`src/rtl/osc_trim_cal.sv`:
```
module osc_trim_cal #(
  parameter int CNT_W    = 20,
  parameter int TRIM_W   = 7,
  parameter int TRIM_RST = 64
) (
  input  logic              clk,
  input  logic              rst_n,
  input  logic              ref_clk,
  input  logic              start,
  input  logic              stop,
  input  logic              mode_interval,
  input  logic              irq_en,
  input  logic [CNT_W-1:0]  win_lo,
  input  logic [CNT_W-1:0]  win_hi,
  output logic              busy,
  output logic [TRIM_W-1:0] trim,
  output logic              irq
);
  localparam logic [CNT_W-1:0]  CNT_MAX  = {CNT_W{1'b1}};
  localparam logic [TRIM_W-1:0] TRIM_MAX = {TRIM_W{1'b1}};

  typedef enum logic [1:0] {S_IDLE, S_ARM, S_MEAS, S_ADJ} st_t;
  st_t st;

  logic [2:0]       ref_sh;
  logic [CNT_W-1:0] cnt;

  always_ff @(posedge clk or negedge rst_n)
    if (!rst_n) ref_sh <= '0;
    else        ref_sh <= {ref_sh[1:0], ref_clk};

  wire ref_rise = ref_sh[1] & ~ref_sh[2];
  wire cnt_sat  = (cnt == CNT_MAX);
  wire above    = cnt_sat || (cnt > win_hi);
  wire below    = !above && (cnt < win_lo);
  wire step_dn  = above && (trim != '0);
  wire step_up  = below && (trim != TRIM_MAX);
  wire moved    = step_dn || step_up;

  assign busy = (st != S_IDLE);

  always_ff @(posedge clk or negedge rst_n) begin
    if (!rst_n) begin
      st   <= S_IDLE;
      cnt  <= '0;
      trim <= TRIM_W'(TRIM_RST);
      irq  <= 1'b0;
    end else begin
      irq <= 1'b0;
      if (stop) st <= S_IDLE;
      else begin
        case (st)
          S_IDLE: if (start) st <= S_ARM;
          S_ARM: if (ref_rise) begin
            cnt <= '0;
            st  <= S_MEAS;
          end
          S_MEAS: begin
            if (!cnt_sat) cnt <= cnt + 1'b1;
            if (ref_rise) st <= S_ADJ;
          end
          S_ADJ: begin
            if (step_dn)      trim <= trim - 1'b1;
            else if (step_up) trim <= trim + 1'b1;
            if (mode_interval && !moved) begin
              st  <= S_IDLE;
              irq <= irq_en;
            end else st <= S_ARM;
          end
          default: st <= S_IDLE;
        endcase
      end
    end
  end
endmodule


```
`config.mk`:
```
export PLATFORM = sky130hd
export DESIGN_NAME = osc_trim_cal
export DESIGN_NICKNAME = d
export VERILOG_FILES = /design/src/rtl/osc_trim_cal.sv
export SDC_FILE = /design/constraint.sdc
export NUM_CORES = 1
export LEC_CHECK = 0
export BUFFER_PORTS_ARGS = -buffer_cell sky130_fd_sc_hd__buf_2
export CAP_MARGIN = 5
export CELL_PAD_IN_SITES_DETAIL_PLACEMENT = 1
export CELL_PAD_IN_SITES_GLOBAL_PLACEMENT = 1
export CORE_UTILIZATION = 40
export CTS_BUF_LIST = sky130_fd_sc_hd__clkbuf_8
export DETAILED_ROUTE_END_ITERATION = 12
export GPL_ROUTABILITY_DRIVEN = 0
export HOLD_SLACK_MARGIN = 0.08
export PLACE_DENSITY_LB_ADDON = 0.12
export SLEW_MARGIN = 40
export SYNTH_ARGS = -nofsm -noshare
export SYNTH_HDL_FRONTEND = slang
export SYNTH_SLANG_ARGS = --single-unit
export TNS_END_PERCENT = 50
```
`constraint.sdc`:
```
create_clock -name clk -period 5.3 [get_ports clk]
set_clock_uncertainty 0.15 [all_clocks]
set_input_delay 0.53 -clock clk [delete_from_list [all_inputs] [get_ports clk]]
set_output_delay 0.53 -clock clk [all_outputs]
set_load 0.03 [all_outputs]
```
==> flow_metrics.env <==
export IMPL_synth_cells=328
export IMPL_clock_latency_ps=290
export IMPL_grt_use_met3_pct=2.545
export IMPL_tightest_slew_ps=660.4
export IMPL_slew_violations=0
export IMPL_grt_use_met2_pct=34.11
export IMPL_worst_slack_ps=1101
export IMPL_wire_per_inst_um=13.58
export IMPL_drive_gt1_share_pct=20.72
export IMPL_internal_power_mw=0.5705
export IMPL_hp_class="in2reg"
export IMPL_irDropWorstVdd_uv=170.2
export IMPL_multiInputGateArea_um2=1919
export IMPL_pre_cts_slack_ps=955.2
export IMPL_grt_pass1_wl_um=11010
export IMPL_routed_wl_um=6652
export IMPL_io_pins=56
export IMPL_end_kind="flip-flop"
export IMPL_leakagePower_nw=1.910
export IMPL_setup_tns_ps=0
export IMPL_fill_cells=911
export IMPL_avgSynthCellArea_um2=9.048
export IMPL_cts_buffers=5
export IMPL_num_rows=31
export IMPL_globalRoute_totalOverflow=0
export IMPL_sequentialPowerShare_pct=36.0
export IMPL_rsz0062_at_grt="no"
export IMPL_ys_warn_count=0
export IMPL_top_usage_layer="met2"
export IMPL_fin_crit_ps=4199
export IMPL_antenna_cells=0
export IMPL_fmax_mhz=238.2
export IMPL_port_buffers=55
export IMPL_async_flop_share_pct=100.0
export IMPL_antenna_found_initial=0
export IMPL_syn_cell_area_um2=2968
export IMPL_syn_to_final_growth_pct=17.66
export IMPL_cts_resized=0
export IMPL_dieWidth_um=88.14
export IMPL_place_area_um2=3363
export IMPL_final_common_cell="inv_1"
export IMPL_grtUsageTotal_pct=18.51
export IMPL_nets=488
export IMPL_clk_pin_slew_worst_paths_ps=70
export IMPL_grt_pass1_vias=2442
export IMPL_crit_type="reg2reg"
export IMPL_drc=0
export IMPL_clock_path_buffers=2
export IMPL_start_util_pct=41.14
export IMPL_comb_power_share_pct=36.5
export IMPL_grt_max_degree=34
export IMPL_slew_headroom_pct=55.57
export IMPL_swShare_pct=36.68
export IMPL_critPathLaunchType="flip-flop"
export IMPL_setup_viol=0
export IMPL_period_share_pct=79.22
export IMPL_drt_iter0_markers=48
export IMPL_hold_viol_final=0
export IMPL_clock_sinks=33
export IMPL_cts_root_buf="clkbuf_8"
export IMPL_vias=2500
export IMPL_clockPowerShare_pct=27.4
export IMPL_cts_hold_buf=0
export IMPL_ys_types=51
export IMPL_firstDrtPassIters=4
export IMPL_synth_seq_cells=33
export IMPL_worst_ep_arrival_time_ps=4260
export IMPL_core_um2=7214
export IMPL_grt_util_met1_pct=22.76
export IMPL_cp_required_ps=5370
export IMPL_path_cells="ha_1, nand4_1, nor4_1, a2111oi_4, a211oi_1, buf_4, inv_1, fa_1, nor2b_1, o31a_1, o21a_1, nor2_1, a2111oi_0, mux2i_1, xnor2_1"
export IMPL_tritoncts="done"
export IMPL_ant_nets=0
export IMPL_p_per_area_nw_per_um2=258.0
export IMPL_synth_edf_count=0
export IMPL_crit_path_top_delay_cell="nor4_1"
export IMPL_design_area_um2=3492
export IMPL_crit_fanout=7
export IMPL_viasPerCell=5.102
export IMPL_hpwl_um=5385
export IMPL_synth_fp_nets=426
export IMPL_regArea_um2=827.0
export IMPL_slowest_delay_ps=640
export IMPL_cts_htree_levels=2
export IMPL_ys_flop_type="dfrtp_1"
export IMPL_die_area_um2=7768
export IMPL_ys_seq_area_share_pct=27.87
export IMPL_final_cell_mix="inv_1 (55), buf_2 (54), ha_1 (50), dfrtp_1 (32), nor2_1 (26)"
export IMPL_status="completed"
export IMPL_post_cts_buffers=0
export IMPL_drv_cap=0
export IMPL_p_sw_mw=0.3304
export IMPL_fp_dieH_um=88.14
area by class of cell:
class,instances,share of cell area (%)
clock buffer,6,2.365
clock inverter,2,0.9674
inverter,54,5.804
multi-input combinational,238,54.96
sequential,33,23.68
tap,99,3.547
timing repair buffer,58,8.671
stage by stage:
step | hold slack (ps) | power (mW) | util, % | cells
floorplan | 84.41 | 0.5586 | - | 328
global placement | 183.8 | 0.6558 | 46.62 | 481
detailed placement | 188.1 | 0.6608 | 46.62 | 481
CTS | 184.9 | 0.9153 | 48.23 | 489
global route | 180.3 | 0.9607 | 48.40 | 490
finish | 191.7 | 0.9010 | 48.40 | 490
cells by family after synthesis:
kind of cell	after synthesis	synth area share, %
simple gates	94	18.17
buf+inv	57	7.462
fa+ha+maj	51	21.75
compound gates	65	15.05
mux	8	3.794
flops	33	27.87
xor+xnor	20	5.902
worst paths after layout:
kind	start	to	slack (ps)	depth (start not counted)
setup / recovery	cnt[15]	trim[6]	1100	15
hold / removal	ref_clk	ref_sh[0]	190	1
max in group asynchronous	rst_n	trim[6]	4080	2
min in group asynchronous	rst_n	trim[5]	580	2
setup reg to reg	cnt[15]	trim[6]	1100	15
hold reg to reg	ref_sh[0]	ref_sh[1]	200	0
registers in the layout, indices dropped and copies added (netlist names):
name and count:
trim 7, irq 1, st 2, cnt 20, ref_sh 3
layer usage:
layer	vias up	wire length, um
met5	-	0
met3	6	191
met2	39	3329
met1	1193	3070
met4	0	61
li1	1262	-
synthesized netlist by cell type (4+ instances only):
master    count  area [um^2]
a21o_1        7        52.55
nand4_1      10        62.56
xor2_1        8        70.07
nor2_1       26        97.59
nand3_1       8        40.04
nand2_1      16        60.06
xnor2_1      12        105.1
a21oi_1      23        115.1
o21ai_0      13        65.06
nand2b_1      6        37.54
ha_1         50        625.6
inv_1        54        202.7
mux2_4        4        60.06
dfrtp_1      32        800.8
nor3_1        4        20.02
power groups by stage:
stage | Combinational [mW] | Clock [mW] | Sequential, mW
2_1_floorplan | 0.212 | 0 | 0.347
3_3_place_gp | 0.325 | 0 | 0.330
3_5_place_dp | 0.331 | 0 | 0.330
4_1_cts | 0.335 | 0.255 | 0.325
5_1_grt | 0.368 | 0.262 | 0.331
6_report | 0.329 | 0.247 | 0.324
critical path: cells and delay by family, from the launching register on:
family / cells / cell delay (ps)
fa+ha+maj: 2 / 740
mux: 1 / 160
compound gates: 5 / 1200
flops: 1 / 460
buf+inv: 2 / 270
simple gates: 4 / 1010
xor+xnor: 1 / 150
Note: power is estimated with default switching activity, not from simulation.
